File: config.mk
export PLATFORM = sky130hd
export DESIGN_NAME = uart_regfront
export DESIGN_NICKNAME = d
export VERILOG_FILES = /design/src/rtl/uart_rf_pkg.sv /design/src/rtl/uart_rf_decode.sv /design/src/rtl/uart_rf_chan.sv /design/src/rtl/uart_rf_rdmux.sv /design/src/rtl/uart_regfront.sv
export SDC_FILE = /design/constraint.sdc
export NUM_CORES = 1
export LEC_CHECK = 0
export ABC_AREA = 1
export BUFFER_PORTS_ARGS = -buffer_cell sky130_fd_sc_hd__buf_2
export CAP_MARGIN = 10
export CORE_ASPECT_RATIO = 0.75
export CORE_UTILIZATION = 50
export CTS_BUF_LIST = sky130_fd_sc_hd__clkbuf_16
export CTS_CLUSTER_SIZE = 14
export DETAILED_ROUTE_END_ITERATION = 16
export HOLD_SLACK_MARGIN = 0.05
export PLACE_DENSITY = 0.8
export SETUP_SLACK_MARGIN = 0.02
export SLEW_MARGIN = 5
export SYNTH_ARGS = -nofsm -noshare
export SYNTH_HDL_FRONTEND = slang
export SYNTH_SLANG_ARGS = --single-unit
File: constraint.sdc
create_clock -name clk -period 1.8 [get_ports clk]
set_input_delay 0.27 -clock clk [delete_from_list [all_inputs] [get_ports clk]]
set_output_delay 0.27 -clock clk [all_outputs]
set_load 0.005 [all_outputs]
File: src/rtl/uart_rf_pkg.sv
package uart_rf_pkg;
  localparam int BYTE_W = 8;
  localparam int OFF_W  = 3;

  localparam logic [OFF_W-1:0] OFF_MODE = 3'd0;
  localparam logic [OFF_W-1:0] OFF_STAT = 3'd1;
  localparam logic [OFF_W-1:0] OFF_CMD  = 3'd2;
  localparam logic [OFF_W-1:0] OFF_HOLD = 3'd3;

  typedef enum logic [3:0] {
    CMD_NOP       = 4'h0,
    CMD_PTR_FMT   = 4'h1,
    CMD_RX_RST    = 4'h2,
    CMD_TX_RST    = 4'h3,
    CMD_CLR_ERR   = 4'h4,
    CMD_CLR_BCHG  = 4'h5,
    CMD_BRK_ON    = 4'h6,
    CMD_BRK_OFF   = 4'h7,
    CMD_PTR_EXT   = 4'hB
  } cmd_code_e;

  typedef enum logic [1:0] {
    PTR_EXT  = 2'd0,
    PTR_FMT1 = 2'd1,
    PTR_FMT2 = 2'd2
  } mode_ptr_e;

  localparam logic [BYTE_W-1:0] FMT1_RESET = 8'h13;
  localparam logic [BYTE_W-1:0] FMT2_RESET = 8'h07;

  typedef struct packed {
    logic brk;
    logic frm;
    logic par;
    logic ovr;
  } sticky_t;
endpackage

File: src/rtl/uart_rf_decode.sv
module uart_rf_decode import uart_rf_pkg::*; #(
  parameter int NUM_CH = 2,
  localparam int CH_W  = (NUM_CH > 1) ? $clog2(NUM_CH) : 1,
  localparam int ADDR_W = CH_W + OFF_W
) (
  input  logic              bus_we,
  input  logic              bus_re,
  input  logic [ADDR_W-1:0] bus_addr,
  output logic [NUM_CH-1:0] wr_mode,
  output logic [NUM_CH-1:0] wr_stat,
  output logic [NUM_CH-1:0] wr_cmd,
  output logic [NUM_CH-1:0] wr_hold,
  output logic [NUM_CH-1:0] rd_hold
);
  logic [CH_W-1:0]  ch_field;
  logic [OFF_W-1:0] off_field;

  assign ch_field  = bus_addr[ADDR_W-1:OFF_W];
  assign off_field = bus_addr[OFF_W-1:0];

  for (genvar c = 0; c < NUM_CH; c++) begin : g_sel
    logic hit;
    assign hit        = (ch_field == CH_W'(c));
    assign wr_mode[c] = bus_we && hit && (off_field == OFF_MODE);
    assign wr_stat[c] = bus_we && hit && (off_field == OFF_STAT);
    assign wr_cmd[c]  = bus_we && hit && (off_field == OFF_CMD);
    assign wr_hold[c] = bus_we && hit && (off_field == OFF_HOLD);
    assign rd_hold[c] = bus_re && hit && (off_field == OFF_HOLD);
  end
endmodule

File: src/rtl/uart_rf_chan.sv
module uart_rf_chan import uart_rf_pkg::*; #(
  parameter bit EXT_MODE = 1'b1
) (
  input  logic              clk,
  input  logic              rst,
  input  logic              wr_mode,
  input  logic              wr_stat,
  input  logic              wr_cmd,
  input  logic              wr_hold,
  input  logic              rd_hold,
  input  logic [BYTE_W-1:0] wdata,
  input  logic              st_rx_rdy,
  input  logic              st_full,
  input  logic              st_tx_rdy,
  input  logic              st_tx_emt,
  input  logic              ev_ovr,
  input  logic              ev_par,
  input  logic              ev_frm,
  input  logic              ev_brk,
  input  logic              ev_brk_chg,
  output logic              rx_en,
  output logic              tx_en,
  output logic              rx_rst,
  output logic              tx_rst,
  output logic              brk_on,
  output logic              brk_chg,
  output logic [1:0]        data_bits,
  output logic              par_en,
  output logic              par_odd,
  output logic              stop_two,
  output logic [BYTE_W-1:0] ext_cfg,
  output logic [BYTE_W-1:0] clk_sel,
  output logic [BYTE_W-1:0] tx_data,
  output logic              tx_push,
  output logic              rx_pop,
  output logic [BYTE_W-1:0] stat_byte,
  output logic [BYTE_W-1:0] mode_view
);
  logic [3:0]        nib;
  logic [BYTE_W-1:0] fmt1_q, fmt2_q;
  mode_ptr_e         ptr_q;
  sticky_t           sticky_q, sticky_set;
  logic              clr_err, clr_bchg, ptr_to_fmt, ptr_to_ext;

  assign nib        = wdata[7:4];
  assign clr_err    = wr_cmd && (nib == CMD_CLR_ERR);
  assign clr_bchg   = wr_cmd && (nib == CMD_CLR_BCHG);
  assign ptr_to_fmt = wr_cmd && (nib == CMD_PTR_FMT);
  assign ptr_to_ext = EXT_MODE && wr_cmd && (nib == CMD_PTR_EXT);
  assign sticky_set = '{brk: ev_brk, frm: ev_frm, par: ev_par, ovr: ev_ovr};

  // live flags low, sticky errors high
  assign stat_byte = {sticky_q, st_tx_emt, st_tx_rdy, st_full, st_rx_rdy};

  assign data_bits = fmt1_q[1:0];
  assign par_en    = ~fmt1_q[4];
  assign par_odd   = fmt1_q[2];
  assign stop_two  = fmt2_q[3];

  always_comb begin
    case (ptr_q)
      PTR_EXT:  mode_view = ext_cfg;
      PTR_FMT1: mode_view = fmt1_q;
      default:  mode_view = fmt2_q;
    endcase
  end

  always_ff @(posedge clk) begin
    if (rst) begin
      rx_en    <= 1'b0;
      tx_en    <= 1'b0;
      rx_rst   <= 1'b0;
      tx_rst   <= 1'b0;
      brk_on   <= 1'b0;
      brk_chg  <= 1'b0;
      ptr_q    <= PTR_FMT1;
      ext_cfg  <= '0;
      fmt1_q   <= FMT1_RESET;
      fmt2_q   <= FMT2_RESET;
      sticky_q <= '0;
      clk_sel  <= '0;
      tx_data  <= '0;
      tx_push  <= 1'b0;
      rx_pop   <= 1'b0;
    end else begin
      rx_rst  <= wr_cmd && (nib == CMD_RX_RST);
      tx_rst  <= wr_cmd && (nib == CMD_TX_RST);
      tx_push <= wr_hold;
      rx_pop  <= rd_hold;
      if (wr_hold) tx_data <= wdata;
      if (wr_stat) clk_sel <= wdata;

      if (wr_cmd) begin
        // disable and reset dominate enable
        if (wdata[1] || (nib == CMD_RX_RST))      rx_en <= 1'b0;
        else if (wdata[0])                        rx_en <= 1'b1;
        if (wdata[3] || (nib == CMD_TX_RST))      tx_en <= 1'b0;
        else if (wdata[2])                        tx_en <= 1'b1;
        if (nib == CMD_BRK_ON)                    brk_on <= 1'b1;
        else if (nib == CMD_BRK_OFF)              brk_on <= 1'b0;
      end

      // a new event outranks a clear in the same cycle
      sticky_q <= (clr_err ? sticky_t'('0) : sticky_q) | sticky_set;
      brk_chg  <= (clr_bchg ? 1'b0 : brk_chg) | ev_brk_chg;

      if (ptr_to_fmt) begin
        ptr_q <= PTR_FMT1;
      end else if (ptr_to_ext) begin
        ptr_q <= PTR_EXT;
      end else if (wr_mode) begin
        case (ptr_q)
          PTR_EXT: begin
            ext_cfg <= wdata;
            ptr_q   <= PTR_FMT1;
          end
          PTR_FMT1: begin
            fmt1_q <= wdata;
            ptr_q  <= PTR_FMT2;
          end
          default: fmt2_q <= wdata;
        endcase
      end
    end
  end
endmodule

File: src/rtl/uart_rf_rdmux.sv
module uart_rf_rdmux import uart_rf_pkg::*; #(
  parameter int NUM_CH = 2,
  localparam int CH_W  = (NUM_CH > 1) ? $clog2(NUM_CH) : 1,
  localparam int ADDR_W = CH_W + OFF_W,
  localparam int FLAT_W = BYTE_W * NUM_CH
) (
  input  logic              clk,
  input  logic              rst,
  input  logic              bus_re,
  input  logic [ADDR_W-1:0] bus_addr,
  input  logic [FLAT_W-1:0] stat_flat,
  input  logic [FLAT_W-1:0] mode_flat,
  input  logic [FLAT_W-1:0] rxd_flat,
  output logic [BYTE_W-1:0] bus_rdata
);
  logic [BYTE_W-1:0] sel_byte;
  int                ch_idx;

  assign ch_idx = int'(bus_addr[ADDR_W-1:OFF_W]);

  always_comb begin
    sel_byte = '0;
    if (ch_idx < NUM_CH) begin
      case (bus_addr[OFF_W-1:0])
        OFF_MODE: sel_byte = mode_flat[ch_idx*BYTE_W +: BYTE_W];
        OFF_STAT: sel_byte = stat_flat[ch_idx*BYTE_W +: BYTE_W];
        OFF_HOLD: sel_byte = rxd_flat[ch_idx*BYTE_W +: BYTE_W];
        default:  sel_byte = '0;
      endcase
    end
  end

  always_ff @(posedge clk) begin
    if (rst)         bus_rdata <= '0;
    else if (bus_re) bus_rdata <= sel_byte;
  end
endmodule

File: src/rtl/uart_regfront.sv
module uart_regfront import uart_rf_pkg::*; #(
  parameter int NUM_CH   = 2,
  parameter bit EXT_MODE = 1'b1,
  localparam int CH_W    = (NUM_CH > 1) ? $clog2(NUM_CH) : 1,
  localparam int ADDR_W  = CH_W + OFF_W,
  localparam int FLAT_W  = BYTE_W * NUM_CH
) (
  input  logic              clk,
  input  logic              rst,
  input  logic              bus_we,
  input  logic              bus_re,
  input  logic [ADDR_W-1:0] bus_addr,
  input  logic [BYTE_W-1:0] bus_wdata,
  output logic [BYTE_W-1:0] bus_rdata,
  input  logic [NUM_CH-1:0] st_rx_rdy,
  input  logic [NUM_CH-1:0] st_full,
  input  logic [NUM_CH-1:0] st_tx_rdy,
  input  logic [NUM_CH-1:0] st_tx_emt,
  input  logic [NUM_CH-1:0] ev_ovr,
  input  logic [NUM_CH-1:0] ev_par,
  input  logic [NUM_CH-1:0] ev_frm,
  input  logic [NUM_CH-1:0] ev_brk,
  input  logic [NUM_CH-1:0] ev_brk_chg,
  input  logic [FLAT_W-1:0] rx_data,
  output logic [NUM_CH-1:0] rx_en,
  output logic [NUM_CH-1:0] tx_en,
  output logic [NUM_CH-1:0] rx_rst,
  output logic [NUM_CH-1:0] tx_rst,
  output logic [NUM_CH-1:0] brk_on,
  output logic [NUM_CH-1:0] brk_chg,
  output logic [2*NUM_CH-1:0] data_bits,
  output logic [NUM_CH-1:0] par_en,
  output logic [NUM_CH-1:0] par_odd,
  output logic [NUM_CH-1:0] stop_two,
  output logic [FLAT_W-1:0] ext_cfg,
  output logic [FLAT_W-1:0] clk_sel,
  output logic [FLAT_W-1:0] tx_data,
  output logic [NUM_CH-1:0] tx_push,
  output logic [NUM_CH-1:0] rx_pop
);
  logic [NUM_CH-1:0] wr_mode, wr_stat, wr_cmd, wr_hold, rd_hold;
  logic [FLAT_W-1:0] stat_flat, mode_flat;

  uart_rf_decode #(.NUM_CH(NUM_CH)) u_dec (
    .bus_we   (bus_we),
    .bus_re   (bus_re),
    .bus_addr (bus_addr),
    .wr_mode  (wr_mode),
    .wr_stat  (wr_stat),
    .wr_cmd   (wr_cmd),
    .wr_hold  (wr_hold),
    .rd_hold  (rd_hold)
  );

  for (genvar c = 0; c < NUM_CH; c++) begin : g_ch
    uart_rf_chan #(.EXT_MODE(EXT_MODE)) u_chan (
      .clk        (clk),
      .rst        (rst),
      .wr_mode    (wr_mode[c]),
      .wr_stat    (wr_stat[c]),
      .wr_cmd     (wr_cmd[c]),
      .wr_hold    (wr_hold[c]),
      .rd_hold    (rd_hold[c]),
      .wdata      (bus_wdata),
      .st_rx_rdy  (st_rx_rdy[c]),
      .st_full    (st_full[c]),
      .st_tx_rdy  (st_tx_rdy[c]),
      .st_tx_emt  (st_tx_emt[c]),
      .ev_ovr     (ev_ovr[c]),
      .ev_par     (ev_par[c]),
      .ev_frm     (ev_frm[c]),
      .ev_brk     (ev_brk[c]),
      .ev_brk_chg (ev_brk_chg[c]),
      .rx_en      (rx_en[c]),
      .tx_en      (tx_en[c]),
      .rx_rst     (rx_rst[c]),
      .tx_rst     (tx_rst[c]),
      .brk_on     (brk_on[c]),
      .brk_chg    (brk_chg[c]),
      .data_bits  (data_bits[2*c +: 2]),
      .par_en     (par_en[c]),
      .par_odd    (par_odd[c]),
      .stop_two   (stop_two[c]),
      .ext_cfg    (ext_cfg[BYTE_W*c +: BYTE_W]),
      .clk_sel    (clk_sel[BYTE_W*c +: BYTE_W]),
      .tx_data    (tx_data[BYTE_W*c +: BYTE_W]),
      .tx_push    (tx_push[c]),
      .rx_pop     (rx_pop[c]),
      .stat_byte  (stat_flat[BYTE_W*c +: BYTE_W]),
      .mode_view  (mode_flat[BYTE_W*c +: BYTE_W])
    );
  end

  uart_rf_rdmux #(.NUM_CH(NUM_CH)) u_rd (
    .clk       (clk),
    .rst       (rst),
    .bus_re    (bus_re),
    .bus_addr  (bus_addr),
    .stat_flat (stat_flat),
    .mode_flat (mode_flat),
    .rxd_flat  (rx_data),
    .bus_rdata (bus_rdata)
  );
endmodule

==> results.md <==
* Run status: complete, no violations
* Count of yosys warnings during synthesis at 0
* Synth area leader: sky130_fd_sc_hd__dfxtp_1
* Worst slew margin relative to its limit at 71.1%
* Clock transition at the register clock pins on the worst setup and hold paths after CTS at 50 ps
* Post-CTS setup repair buffer count at 0
* Synthesized area at 5230 µm²
* Crit Path Class: register to register
* Number of antenna violations at the first check in global routing at 0
* Area of the core at 9890 µm²
* Half-perimeter wire length after detailed placement at 10600 µm
* Final Util at 63.3%
* Crit share post-route at 84.0%
* Post-detailed-route count of antenna-violating nets at 0
* PwrDens at 1010 nW/µm²
* DR WL/cell at 15.9 µm
* Gates resized, CTS repair at 0
* Detail-routed via count per cell at 5.37
* Setup_tns at 0 ps
* Drt pass-1 iters at 5
* Slew at the pin with the worst max-slew slack at 434 ps
* Initial Util at 52.8%
* IR drop worst, VDD at 656 µV
* Pin count of the biggest net entering global routing at 60
* H-tree depth at 4
* Kind of launch point of the worst setup path: register
* Commonest cells after routing, fill and taps aside: sky130_fd_sc_hd__buf_2, sky130_fd_sc_hd__nand2_1, sky130_fd_sc_hd__dfxtp_1
* Min setup slack post-route at 288 ps
* Most common library cell in the layout ignoring fill and taps: sky130_fd_sc_hd__buf_2
* Global-route wire length before repair at 23500 µm
* Synth Instances at 696
* Share of layout cells above drive strength 1 at 26.2%
* Mean instance size in the synthesized netlist at 7.51 µm²
* Post-detailed-route DRC marker count at 0
* F_max at 0.661 GHz
* Kind of capture point of the worst setup path: register
* Overall Global Routing Usage at 27.7%
* Critical path arrival at 1850 ps
* Number of top-level design ports at 132
* Row Count at 31
* Unrepaired setup endpoints after global routing: false
* Total via count in the routed design at 5023
* Post-placement worst setup slack at 216 ps
* Initial DRC Count at 399
* Port bufs at 131
* Number of diodes added for antenna fixing at 0
* Final routed wirelength across all metal layers at 14900 µm
* Critical path peak fanout at 12
* Global route overflow at 0
* Share of the yosys chip area belonging to registers at 44.4%
* Number of global-route vias before repair at 4572
* Clock tree from TritonCTS: done
* Net count after synthesis at 746
* Die height at 90.5 µm
* Routability cong. at 0.859
* Inserted Clock Buffers at 17
* Final Hold Slack at 59.4 ps
* #FFs+latches synth at 116
* Worst reg2reg setup slack at 290 ps
* Count of final hold-check violations at 0
* Number of pins exceeding their max-slew limit in the final report at 0
* Clock tree root driver cell: sky130_fd_sc_hd__clkbuf_16
* Count of hold-fix buffers inserted at cts at 0
* # clock sinks at 116
* Number of nets in the layout at 842
* Total power at 6.29 mW
* Fin Clk Skew at 7.63 ps
* Distinct cells, synth at 33
* Max Cap Viol at 0
* Fraction of post-synthesis cell area in the top cell type by area at 44.4%
* Critical path required time at 2140 ps
* Final setup violation count at 0
* Die Wd at 120 µm
* Insertion delay of the later-clocked pin in the worst-skew pair at 420 ps
* Synth area leaders: sky130_fd_sc_hd__dfxtp_1, sky130_fd_sc_hd__nand2_1, sky130_fd_sc_hd__a21oi_1
* Leak Pwr at 3.00 nW
* Area growth from synthesis to layout at 19.7%
* CTS max path bufs at 2
* Minimum clock period after layout at 1510 ps
* Die Outline Area at 10900 µm²
* Worst hold path type: input pin to register
[final cells by class]
cell class	instances	area, µm²
Fill cell	882	3630
Sequential cell	116	2320
Multi-Input combinational cell	451	2240
Timing Repair Buffer	136	706
Clock buffer	17	425
Inverter	70	272
Tap cell	132	165
Clock inverter	14	125
[sequential cells by signal, indices dropped and copies added (netlist names)]
register / cells
g_ch.u_chan.clk_sel: 16
g_ch.u_chan.ext_cfg: 16
g_ch.u_chan.fmt1_q: 16
g_ch.u_chan.fmt2_q: 16
g_ch.u_chan.tx_data: 16
g_ch.u_chan.stat_byte: 8
u_rd.bus_rdata: 8
g_ch.u_chan.ptr_q: 4
g_ch.u_chan.brk_chg: 2
g_ch.u_chan.brk_on: 2
g_ch.u_chan.rx_en: 2
g_ch.u_chan.rx_pop: 2
g_ch.u_chan.rx_rst: 2
g_ch.u_chan.tx_en: 2
g_ch.u_chan.tx_push: 2
g_ch.u_chan.tx_rst: 2
[worst max-delay path, cell delays in order, from the launching register on]
cell,delay (ps)
sky130_fd_sc_hd__dfxtp_1,380
sky130_fd_sc_hd__nor2_2,400
sky130_fd_sc_hd__nand2_2,280
sky130_fd_sc_hd__inv_2,170
sky130_fd_sc_hd__o21ai_0,90
sky130_fd_sc_hd__a21oi_1,120
[report_power, final]
group | switching (mW) | internal (mW)
combinational | 0.324 | 0.163
sequential | 0.0294 | 2.62
clock | 1.16 | 1.99
[path summary, 6_finish.rpt]
path,startpoint,end,depth (start not counted)
max reg2reg,g_ch[1].u_chan.ptr_q[1],g_ch[1].u_chan.fmt1_q[6],5
max,g_ch[1].u_chan.ptr_q[1],g_ch[1].u_chan.fmt1_q[6],5
min,ev_par[1],g_ch[1].u_chan.stat_byte[5],3
min reg2reg,g_ch[0].u_chan.tx_en,g_ch[0].u_chan.tx_en,2
[synthesized netlist by cell type]
| master | instances |
|---|---|
| sky130_fd_sc_hd__nor4_1 | 4 |
| sky130_fd_sc_hd__nor3_2 | 1 |
| sky130_fd_sc_hd__nand4_1 | 9 |
| sky130_fd_sc_hd__o21ai_0 | 43 |
| sky130_fd_sc_hd__clkbuf_1 | 17 |
| sky130_fd_sc_hd__inv_2 | 9 |
| sky130_fd_sc_hd__nor2_4 | 7 |
| sky130_fd_sc_hd__nor2_2 | 6 |
| sky130_fd_sc_hd__nand3_1 | 30 |
| sky130_fd_sc_hd__dfxtp_1 | 116 |
| sky130_fd_sc_hd__nor3_1 | 2 |
| sky130_fd_sc_hd__a211oi_1 | 2 |
| sky130_fd_sc_hd__or2_2 | 4 |
| sky130_fd_sc_hd__nand2_2 | 5 |
| sky130_fd_sc_hd__a211oi_2 | 1 |
| sky130_fd_sc_hd__buf_4 | 29 |
| sky130_fd_sc_hd__inv_4 | 1 |
| sky130_fd_sc_hd__o211ai_1 | 8 |
| sky130_fd_sc_hd__o21ai_1 | 32 |
| sky130_fd_sc_hd__a31oi_1 | 2 |
| sky130_fd_sc_hd__inv_6 | 1 |
| sky130_fd_sc_hd__nor2_1 | 71 |
| sky130_fd_sc_hd__nand2_1 | 123 |
| sky130_fd_sc_hd__nand3b_1 | 1 |
| sky130_fd_sc_hd__clkinv_1 | 3 |
| sky130_fd_sc_hd__buf_6 | 7 |
| sky130_fd_sc_hd__clkinv_2 | 1 |
| sky130_fd_sc_hd__a31o_2 | 2 |
| sky130_fd_sc_hd__inv_1 | 55 |
| sky130_fd_sc_hd__nor2_8 | 4 |
| sky130_fd_sc_hd__nand2_4 | 6 |
| sky130_fd_sc_hd__a21oi_1 | 88 |
| sky130_fd_sc_hd__buf_2 | 6 |
[per-layer routing]
layer	share of wire (%)	up-vias	routed length, µm	GRT usage (%)
li1	-	2449	-	-
met1	45	2300	6710	38.0
met2	44	246	6600	41.1
met3	8.8	28	1320	6.94
met4	1.8	0	271	11.7
met5	0	-	0	0
[metrics by stage]
step | instances | instance area, µm²
after floorplan | 696 | 5230
after global placement | 905 | 5710
after detailed placement | 905 | 5710
after CTS | 936 | 6260
after global routing | 936 | 6260
final | 936 | 6260
[kinds of logic after synthesis]
group	count (synthesis)	synth area share, %
compound gates	178	17.9
buf+inv	129	12.7
flops	116	44.4
simple gates	273	25.0
Note: power is estimated with default switching activity, not from simulation.
